<file path="src/rtl/lbuf_pkg.sv">
package lbuf_pkg;
    typedef enum logic [1:0] {
        ST_IDLE,
        ST_FILL,
        ST_LOWER,
        ST_WB
    } lb_state_e;
endpackage

</file>
<file path="src/rtl/lbuf_entry.sv">
module lbuf_entry #(
    parameter int LINE_BYTES = 32,
    parameter int WORD_BYTES = 4,
    parameter int LN_W       = 10,
    parameter int WAY_W      = 2,
    parameter int PPN_W      = 20,
    localparam int WORDS     = LINE_BYTES / WORD_BYTES,
    localparam int WOFF_W    = $clog2(WORDS),
    localparam int WORD_BITS = WORD_BYTES * 8,
    localparam int LINE_BITS = LINE_BYTES * 8
) (
    input  logic                  clk,
    input  logic                  rst_n,
    input  logic                  alloc_en,
    input  logic                  alloc_wfirst,
    input  logic                  alloc_contig,
    input  logic [LN_W-1:0]       alloc_line,
    input  logic [WAY_W-1:0]      alloc_way,
    input  logic [PPN_W-1:0]      alloc_ppn,
    input  logic                  st_en,
    input  logic [WOFF_W-1:0]     st_word,
    input  logic [WORD_BYTES-1:0] st_be,
    input  logic [WORD_BITS-1:0]  st_wdata,
    input  logic                  fill_en,
    input  logic [LINE_BITS-1:0]  fill_data,
    input  logic                  evict_vld,
    input  logic [LN_W-1:0]       evict_line,
    input  logic [WAY_W-1:0]      evict_way,
    input  logic                  clr_en,
    output logic                  lvalid,
    output logic                  fetched,
    output logic                  dirty,
    output logic                  contig,
    output logic [LN_W-1:0]       line,
    output logic [WAY_W-1:0]      way,
    output logic [PPN_W-1:0]      ppn,
    output logic [LINE_BYTES-1:0] mask,
    output logic [LINE_BITS-1:0]  data
);
    logic [LINE_BYTES-1:0] st_mask;
    logic [LINE_BITS-1:0]  st_wide;
    logic                  evict_hit;

    // place the word's enables and data at their position in the line
    assign st_mask   = {{(LINE_BYTES-WORD_BYTES){1'b0}}, st_be} << (st_word * WORD_BYTES);
    assign st_wide   = {{(LINE_BITS-WORD_BITS){1'b0}}, st_wdata} << (st_word * WORD_BITS);
    assign evict_hit = evict_vld && (evict_line == line) && (evict_way == way);

    always_ff @(posedge clk) begin
        if (!rst_n) begin
            data <= '0;
        end else begin
            for (int b = 0; b < LINE_BYTES; b++) begin
                if (fill_en)
                    data[b*8 +: 8] <= fill_data[b*8 +: 8];
                else if (st_en && st_mask[b])
                    data[b*8 +: 8] <= st_wide[b*8 +: 8];
            end
        end
    end

    always_ff @(posedge clk) begin
        if (!rst_n) begin
            lvalid  <= 1'b0;
            fetched <= 1'b0;
            dirty   <= 1'b0;
            contig  <= 1'b0;
            line    <= '0;
            way     <= '0;
            ppn     <= '0;
            mask    <= '0;
        end else if (clr_en) begin
            lvalid  <= 1'b0;
            fetched <= 1'b0;
            dirty   <= 1'b0;
            contig  <= 1'b0;
            mask    <= '0;
        end else if (alloc_en) begin
            line    <= alloc_line;
            way     <= alloc_way;
            ppn     <= alloc_ppn;
            lvalid  <= alloc_wfirst;
            fetched <= 1'b0;
            dirty   <= 1'b0;
            contig  <= alloc_wfirst & alloc_contig;
            mask    <= '0;
        end else begin
            if (fill_en) begin
                fetched <= 1'b1;
                lvalid  <= 1'b1;
                mask    <= '0;
                dirty   <= 1'b0;
            end else if (st_en && (|st_be)) begin
                mask  <= mask | st_mask;
                dirty <= 1'b1;
            end
            if (evict_hit)
                lvalid <= 1'b0;
        end
    end
endmodule

</file>
<file path="src/rtl/lbuf_ctrl.sv">
module lbuf_ctrl
    import lbuf_pkg::*;
#(
    parameter int IDX_W = 2
) (
    input  logic             clk,
    input  logic             rst_n,
    input  logic             alloc_vld,
    input  logic [IDX_W-1:0] alloc_idx,
    input  logic             alloc_wfirst,
    input  logic             alloc_contig,
    input  logic             rel_vld,
    input  logic [IDX_W-1:0] rel_idx,
    input  logic             sel_dirty,
    input  logic             sel_lvalid,
    input  logic             sel_fetched,
    input  logic             sel_contig,
    input  logic             sel_full,
    input  logic             fill_ack,
    input  logic             lower_ack,
    input  logic             wb_ack,
    output logic             busy,
    output logic             fill_req,
    output logic             fill_tag_only,
    output logic             lower_req,
    output logic             wb_req,
    output logic             alloc_go,
    output logic             fill_go,
    output logic             clr_go,
    output logic [IDX_W-1:0] view_idx
);
    lb_state_e        state_q, state_d;
    logic [IDX_W-1:0] cur_q;
    logic             tag_only_q;
    logic             wb_needed, need_lower;

    assign view_idx   = (state_q == ST_IDLE) ? rel_idx : cur_q;
    assign wb_needed  = sel_dirty & sel_lvalid;
    assign need_lower = sel_contig & ~sel_fetched & ~sel_full;

    always_ff @(posedge clk) begin
        if (!rst_n) begin
            state_q    <= ST_IDLE;
            cur_q      <= '0;
            tag_only_q <= 1'b0;
        end else begin
            state_q <= state_d;
            if (state_q == ST_IDLE) begin
                if (alloc_vld) begin
                    cur_q      <= alloc_idx;
                    tag_only_q <= alloc_wfirst & alloc_contig;
                end else if (rel_vld) begin
                    cur_q <= rel_idx;
                end
            end
        end
    end

    always_comb begin
        state_d = state_q;
        unique case (state_q)
            ST_IDLE: begin
                if (alloc_vld) begin
                    if (!alloc_wfirst || alloc_contig)
                        state_d = ST_FILL;
                end else if (rel_vld && wb_needed) begin
                    state_d = need_lower ? ST_LOWER : ST_WB;
                end
            end
            ST_FILL:  if (fill_ack)  state_d = ST_IDLE;
            ST_LOWER: if (lower_ack) state_d = ST_WB;
            ST_WB:    if (wb_ack)    state_d = ST_IDLE;
        endcase
    end

    always_comb begin
        busy          = (state_q != ST_IDLE);
        fill_req      = 1'b0;
        fill_tag_only = 1'b0;
        lower_req     = 1'b0;
        wb_req        = 1'b0;
        alloc_go      = 1'b0;
        fill_go       = 1'b0;
        clr_go        = 1'b0;
        unique case (state_q)
            ST_IDLE: begin
                alloc_go = alloc_vld;
                clr_go   = ~alloc_vld & rel_vld & ~wb_needed;
            end
            ST_FILL: begin
                fill_req      = 1'b1;
                fill_tag_only = tag_only_q;
                fill_go       = fill_ack & ~tag_only_q;
            end
            ST_LOWER: lower_req = 1'b1;
            ST_WB: begin
                wb_req = 1'b1;
                clr_go = wb_ack;
            end
        endcase
    end
endmodule

</file>
<file path="src/rtl/line_buf_array.sv">
module line_buf_array #(
    parameter int NBUF       = 4,
    parameter int LINE_BYTES = 32,
    parameter int WORD_BYTES = 4,
    parameter int LN_W       = 10,
    parameter int WAY_W      = 2,
    parameter int PPN_W      = 20,
    localparam int IDX_W     = $clog2(NBUF),
    localparam int WORDS     = LINE_BYTES / WORD_BYTES,
    localparam int WOFF_W    = $clog2(WORDS),
    localparam int WORD_BITS = WORD_BYTES * 8,
    localparam int LINE_BITS = LINE_BYTES * 8
) (
    input  logic                  clk,
    input  logic                  rst_n,
    input  logic                  alloc_vld,
    input  logic [IDX_W-1:0]      alloc_idx,
    input  logic [LN_W-1:0]       alloc_line,
    input  logic [WAY_W-1:0]      alloc_way,
    input  logic [PPN_W-1:0]      alloc_ppn,
    input  logic                  alloc_wfirst,
    input  logic                  alloc_contig,
    input  logic                  rel_vld,
    input  logic [IDX_W-1:0]      rel_idx,
    output logic                  busy,
    input  logic                  acc_vld,
    input  logic                  acc_wr,
    input  logic [IDX_W-1:0]      acc_idx,
    input  logic [WOFF_W-1:0]     acc_word,
    input  logic [WORD_BYTES-1:0] acc_be,
    input  logic [WORD_BITS-1:0]  acc_wdata,
    output logic                  rd_vld,
    output logic [WORD_BITS-1:0]  rd_data,
    output logic                  rd_err,
    output logic                  acc_miss,
    input  logic                  evict_vld,
    input  logic [LN_W-1:0]       evict_line,
    input  logic [WAY_W-1:0]      evict_way,
    output logic [LN_W-1:0]       req_line,
    output logic [WAY_W-1:0]      req_way,
    output logic [PPN_W-1:0]      req_ppn,
    output logic                  fill_req,
    output logic                  fill_tag_only,
    input  logic                  fill_ack,
    input  logic [LINE_BITS-1:0]  fill_data,
    output logic                  lower_req,
    input  logic                  lower_ack,
    output logic                  wb_req,
    input  logic                  wb_ack,
    output logic [LINE_BYTES-1:0] wb_mask,
    output logic [LINE_BITS-1:0]  wb_data
);
    logic [NBUF-1:0]       ent_lvalid, ent_fetched, ent_dirty, ent_contig;
    logic [LN_W-1:0]       ent_line [NBUF];
    logic [WAY_W-1:0]      ent_way  [NBUF];
    logic [PPN_W-1:0]      ent_ppn  [NBUF];
    logic [LINE_BYTES-1:0] ent_mask [NBUF];
    logic [LINE_BITS-1:0]  ent_data [NBUF];
    logic                  alloc_go, fill_go, clr_go;
    logic [IDX_W-1:0]      view_idx;
    logic                  acc_hit, err_c;
    logic [WORD_BYTES-1:0] word_mask;

    lbuf_ctrl #(.IDX_W(IDX_W)) u_ctrl (
        .clk          (clk),
        .rst_n        (rst_n),
        .alloc_vld    (alloc_vld),
        .alloc_idx    (alloc_idx),
        .alloc_wfirst (alloc_wfirst),
        .alloc_contig (alloc_contig),
        .rel_vld      (rel_vld),
        .rel_idx      (rel_idx),
        .sel_dirty    (ent_dirty[view_idx]),
        .sel_lvalid   (ent_lvalid[view_idx]),
        .sel_fetched  (ent_fetched[view_idx]),
        .sel_contig   (ent_contig[view_idx]),
        .sel_full     (&ent_mask[view_idx]),
        .fill_ack     (fill_ack),
        .lower_ack    (lower_ack),
        .wb_ack       (wb_ack),
        .busy         (busy),
        .fill_req     (fill_req),
        .fill_tag_only(fill_tag_only),
        .lower_req    (lower_req),
        .wb_req       (wb_req),
        .alloc_go     (alloc_go),
        .fill_go      (fill_go),
        .clr_go       (clr_go),
        .view_idx     (view_idx)
    );

    for (genvar i = 0; i < NBUF; i++) begin : g_buf
        lbuf_entry #(
            .LINE_BYTES(LINE_BYTES), .WORD_BYTES(WORD_BYTES),
            .LN_W(LN_W), .WAY_W(WAY_W), .PPN_W(PPN_W)
        ) u_ent (
            .clk         (clk),
            .rst_n       (rst_n),
            .alloc_en    (alloc_go && (alloc_idx == IDX_W'(i))),
            .alloc_wfirst(alloc_wfirst),
            .alloc_contig(alloc_contig),
            .alloc_line  (alloc_line),
            .alloc_way   (alloc_way),
            .alloc_ppn   (alloc_ppn),
            .st_en       (acc_vld && acc_wr && ent_lvalid[i] && (acc_idx == IDX_W'(i))),
            .st_word     (acc_word),
            .st_be       (acc_be),
            .st_wdata    (acc_wdata),
            .fill_en     (fill_go && (view_idx == IDX_W'(i))),
            .fill_data   (fill_data),
            .evict_vld   (evict_vld),
            .evict_line  (evict_line),
            .evict_way   (evict_way),
            .clr_en      (clr_go && (view_idx == IDX_W'(i))),
            .lvalid      (ent_lvalid[i]),
            .fetched     (ent_fetched[i]),
            .dirty       (ent_dirty[i]),
            .contig      (ent_contig[i]),
            .line        (ent_line[i]),
            .way         (ent_way[i]),
            .ppn         (ent_ppn[i]),
            .mask        (ent_mask[i]),
            .data        (ent_data[i])
        );
    end

    assign req_line = ent_line[view_idx];
    assign req_way  = ent_way[view_idx];
    assign req_ppn  = ent_ppn[view_idx];
    assign wb_mask  = ent_mask[view_idx];
    assign wb_data  = ent_data[view_idx];

    assign acc_hit   = acc_vld & ent_lvalid[acc_idx];
    assign word_mask = ent_mask[acc_idx][acc_word*WORD_BYTES +: WORD_BYTES];
    assign err_c     = acc_hit & ~acc_wr & ~ent_fetched[acc_idx] & (|(acc_be & ~word_mask));

    always_ff @(posedge clk) begin
        if (!rst_n) begin
            rd_vld   <= 1'b0;
            rd_data  <= '0;
            rd_err   <= 1'b0;
            acc_miss <= 1'b0;
        end else begin
            rd_vld   <= acc_hit & ~acc_wr;
            rd_data  <= ent_data[acc_idx][acc_word*WORD_BITS +: WORD_BITS];
            rd_err   <= err_c;
            acc_miss <= acc_vld & ~ent_lvalid[acc_idx];
        end
    end
endmodule

</file>
<file path="config.mk">
export PLATFORM = sky130hd
export DESIGN_NAME = line_buf_array
export DESIGN_NICKNAME = d
export VERILOG_FILES = /design/src/rtl/lbuf_pkg.sv /design/src/rtl/lbuf_entry.sv /design/src/rtl/lbuf_ctrl.sv /design/src/rtl/line_buf_array.sv
export SDC_FILE = /design/constraint.sdc
export NUM_CORES = 2
export LEC_CHECK = 0
export BUFFER_PORTS_ARGS = -buffer_cell sky130_fd_sc_hd__buf_4
export CORE_MARGIN = 2
export CORE_UTILIZATION = 56
export CTS_CLUSTER_DIAMETER = 150
export DETAILED_ROUTE_END_ITERATION = 10
export GPL_ROUTABILITY_DRIVEN = 1
export PLACE_DENSITY_LB_ADDON = 0.15
export SYNTH_ARGS = -nofsm -noshare
export SYNTH_HDL_FRONTEND = slang
export SYNTH_SLANG_ARGS = --single-unit
</file>
<file path="constraint.sdc">
create_clock -name clk -period 4.9 [get_ports clk]
set_input_delay 0 -clock clk [delete_from_list [all_inputs] [get_ports clk]]
set_output_delay 0 -clock clk [all_outputs]
set_load 0.02 [all_outputs]
</file>
==> impl_metrics.py <==
metrics = {
    "outcome": {
        "status": "completed",
    },
    "timing": {
        "rsz0062_at_grt": "no",
        "tns_ns": 0,
        "period_share_pct": 88.1,
        "finClkSkew_ns": 0.0355,
        "fmax_ghz": 0.232,
        "timing_hold_violations_final": 0,
        "relSlewSlack_pct": 12.0,
        "drv_slew": 0,
        "tightest_slew_ns": 1.32,
        "finalCriticalPeriod_ns": 4.32,
        "setup_viol_count_final": 0,
    },
    "critical_path": {
        "startpoint": "u_ctrl.state_q[0]$_SDFFE_PN0P_",
        "crit_path_end_kind": "output pin",
        "rr_endpoint": "g_buf[0].u_ent.lvalid$_SDFFE_PP0P_",
        "r2r_start": "u_ctrl.state_q[0]$_SDFFE_PN0P_",
        "crit_chain": "inv_1 > ha_1 > mux2i_4 > buf_12 > buf_4 > mux4_2 > buf_4",
        "endpoint": "wb_data[20]",
        "critical_path_class": "flop to output pin",
        "worstPathMaxFanout": 49,
        "crit_path_frequent_cell": "buf_4",
        "cpPeakStageDelay_ns": 0.87,
        "path_delay_family": "multiplexers",
        "reg2reg_depth": 11,
        "path_buf_inv": 4,
        "r2r_slack_ns": 0.66,
        "arrival_ns": 4.32,
        "required_ns": 4.90,
        "crit_slowest_cell": "mux2i_4",
        "startpoint_type": "flop",
        "crit_cells": 7,
    },
    "clocking": {
        "htreeDepth": 4,
        "clock_path_buffers": 3,
        "clk_pin_slew_ns": 0.06,
        "cts_setup_buffers": 0,
        "hold_buffers": 413,
        "numClockSinks": 1336,
        "cts-root-buf": "clkbuf_16",
        "insertion_delay_ns": 0.79,
        "cts_tree": "built",
        "cts_resized": 0,
        "cts_buffers": 149,
    },
    "synthesis": {
        "ys_warn_count": 0,
        "synth_cell_types": 49,
        "syn_avg_cell_area_um2": 10.7,
        "yosysSeqAreaShare_pct": 35.8,
        "synth_seq_cells": 1336,
        "synth-main-ff-cell": "dfxtp_1",
        "synth_fa_ha_area_share_pct": 0.0670,
        "synth_compound_area_share_pct": 11.7,
        "syn_inst": 6971,
        "synth_area_um2": 74600,
        "synthSimpleGateAreaFrac_pct": 11.5,
        "synth_top_family_by_area": "multiplexers",
        "synth-edff-count": 0,
        "synth_nets": 7332,
        "async_flop_share_pct": 0,
        "muxShareOfSynthArea_pct": 36.8,
        "synth_xor_xnor_area_share_pct": 0.563,
    },
    "floorplan": {
        "initial_core_util_pct": 56.6,
        "fp-row-count": 133,
        "pin_count": 717,
        "core_um2": 132000,
        "dieHeight_um": 369,
        "die_x_um": 369,
        "dieArea_um2": 136000,
    },
    "placed_design": {
        "dp_cells": 8915,
        "place.gp.congestion": 0.988,
        "numPortBuffers": 716,
        "dp_hpwl_um": 204000,
        "place_area_um2": 80900,
    },
    "final_layout": {
        "area_growth_pct": 21.0,
        "drive_above_1_share_pct": 23.9,
        "final_cell_mix": "dfxtp_1 (1336), nor2_1 (1226), mux2i_1 (1201)",
        "fin_nets": 8085,
        "final_area_um2": 90300,
        "finalNonFillerCells": 9690,
        "final_common_cell": "dfxtp_1",
    },
    "power_and_ir_drop": {
        "power_density_nw_per_um2": 377,
        "cellLeakagePower_nw": 31.3,
        "irDropWorstVdd_v": 0.000453,
    },
    "detailed_routing": {
        "via_per_inst": 6.88,
        "drtAntennaViolNets": 0,
        "wl_per_cell_um": 32.0,
        "drt-total-wl_um": 310000,
        "vias": 66700,
        "drc": 0,
        "dr.first_iter.drc_count": 9116,
        "dr.pass1.iters": 6,
    },
    "grt": {
        "grt-ovfl-total": 0,
        "first_global_vias": 63600,
        "antenna_found_initial": 59,
        "track_usage_pct": 44.3,
        "grt_max_degree": 231,
        "grt_pass1_wl_um": 445000,
    },
    "worst_hold_path": {
        "hold_class": "primary input to flop",
        "min_from": "fill_data[73]",
    },
    "flow_run": {
        "drv_cap": 0,
    },
}
==> cells by family (layout without fill, tap and decap cells) <==
group,after synthesis,after routing
AOI/OAI and AO/OA,1191,1191
xor gates and xnor gates,48,48
and+or+nand+nor,1877,1877
adders and majority gates,4,4
muxes,1887,1887
other,0,100
DFF,1336,1336
buffers and inverters,628,1492
==> routing by layer <==
layer	vias to the layer above	wire length (µm)	global-route usage, %
met5	-	168	0
met4	26	28000	36.0
met3	1021	40800	15.1
met2	4800	133000	63.6
met1	32800	107000	54.0
li1	28000	-	-
==> power breakdown <==
| group | switching (mW) | leakage [nW] | internal [mW] | total (mW) |
|---|---|---|---|---|
| logic | 5.67 | 18.0 | 3.99 | 9.66 |
| registers | 0.716 | 10.8 | 11.8 | 12.5 |
| clock network | 4.84 | 2.51 | 7.04 | 11.9 |
==> flip-flops by register name, indices dropped and copies added, names as in the netlist, 2 cells and up <==
name	cells
g_buf.u_ent.contig	4
g_buf.u_ent.data	1024
g_buf.u_ent.dirty	4
g_buf.u_ent.fetched	4
g_buf.u_ent.line	40
g_buf.u_ent.lvalid	4
g_buf.u_ent.mask	128
g_buf.u_ent.ppn	80
g_buf.u_ent.way	8
rd_data	32
u_ctrl.cur_q	2
u_ctrl.state_q	2
==> area by class of cell <==
cell class / count / area, µm²
well taps: 1755 / 2200
flip-flops and latches: 1336 / 26700
fillers: 9869 / 41600
multi-input cells: 5007 / 45400
inverters: 11 / 48.8
diodes: 100 / 250
clock buffers: 223 / 4530
repair buffers: 1219 / 10600
clock inverters: 39 / 542
==> worst min path at each step <==
stage | to | cells after the start
6_report | g_buf[3].u_ent.data[73]$_SDFFE_PN0P_ | 4
4_1_cts | acc_miss$_SDFF_PN0_ | 3
3_3_place_gp | g_buf[1].u_ent.lvalid$_SDFFE_PP0P_ | 3
3_5_place_dp | g_buf[1].u_ent.lvalid$_SDFFE_PP0P_ | 3
2_1_floorplan | rd_vld$_SDFF_PN0_ | 1
5_1_grt | acc_miss$_SDFF_PN0_ | 3
==> worst min-delay path, stage by stage <==
cell           delay [ns]
dlygate4sd3_1        0.53
buf_4                0.14
nor2_1               0.10
a211oi_1             0.05
==> metrics by stage <==
stage | hold slack [ns] | total power, mW | setup slack (ns) | util [%]
final | 0.0810 | 34.1 | 0.582 | 68.5
after global routing | 0.0564 | 34.8 | 0.477 | 68.3
after CTS | 0.00562 | 33.8 | 0.598 | 68.3
after detailed placement | 0.306 | 21.8 | 1.21 | 61.3
after global placement | 0.297 | 21.6 | 1.21 | 61.3
after floorplan | 0.0877 | 18.5 | 2.22 | -
==> Yosys cell counts (3+ instances only) <==
cell type / number / area (µm²)
o21ai_0: 134 / 671
nand3b_1: 5 / 37.5
nand3_1: 7 / 35.0
nor3b_2: 3 / 37.5
mux2i_1: 1203 / 12000
dfxtp_1: 1336 / 26700
ha_1: 4 / 50.1
xor2_1: 28 / 245
nor3_1: 6 / 30.0
buf_2: 128 / 641
a211oi_1: 1026 / 7700
buf_1: 49 / 184
clkbuf_1: 415 / 1560
and3_1: 3 / 18.8
xnor2_1: 20 / 175
a41oi_1: 4 / 35.0
nor2_4: 89 / 1000
buf_6: 4 / 45.0
nor2_2: 39 / 244
buf_4: 17 / 128
o311ai_4: 4 / 105
buf_8: 4 / 60.1
and2_1: 258 / 1610
nor3b_1: 3 / 22.5
nand4_1: 11 / 68.8
o31ai_1: 4 / 30.0
nand2_1: 210 / 788
nor4_1: 10 / 62.6
mux4_2: 679 / 15300
inv_1: 10 / 37.5
mux4_1: 3 / 78.8
a21oi_1: 6 / 30.0
nor2_1: 1227 / 4610
No activity file was read; power rests on OpenSTA's default activity.
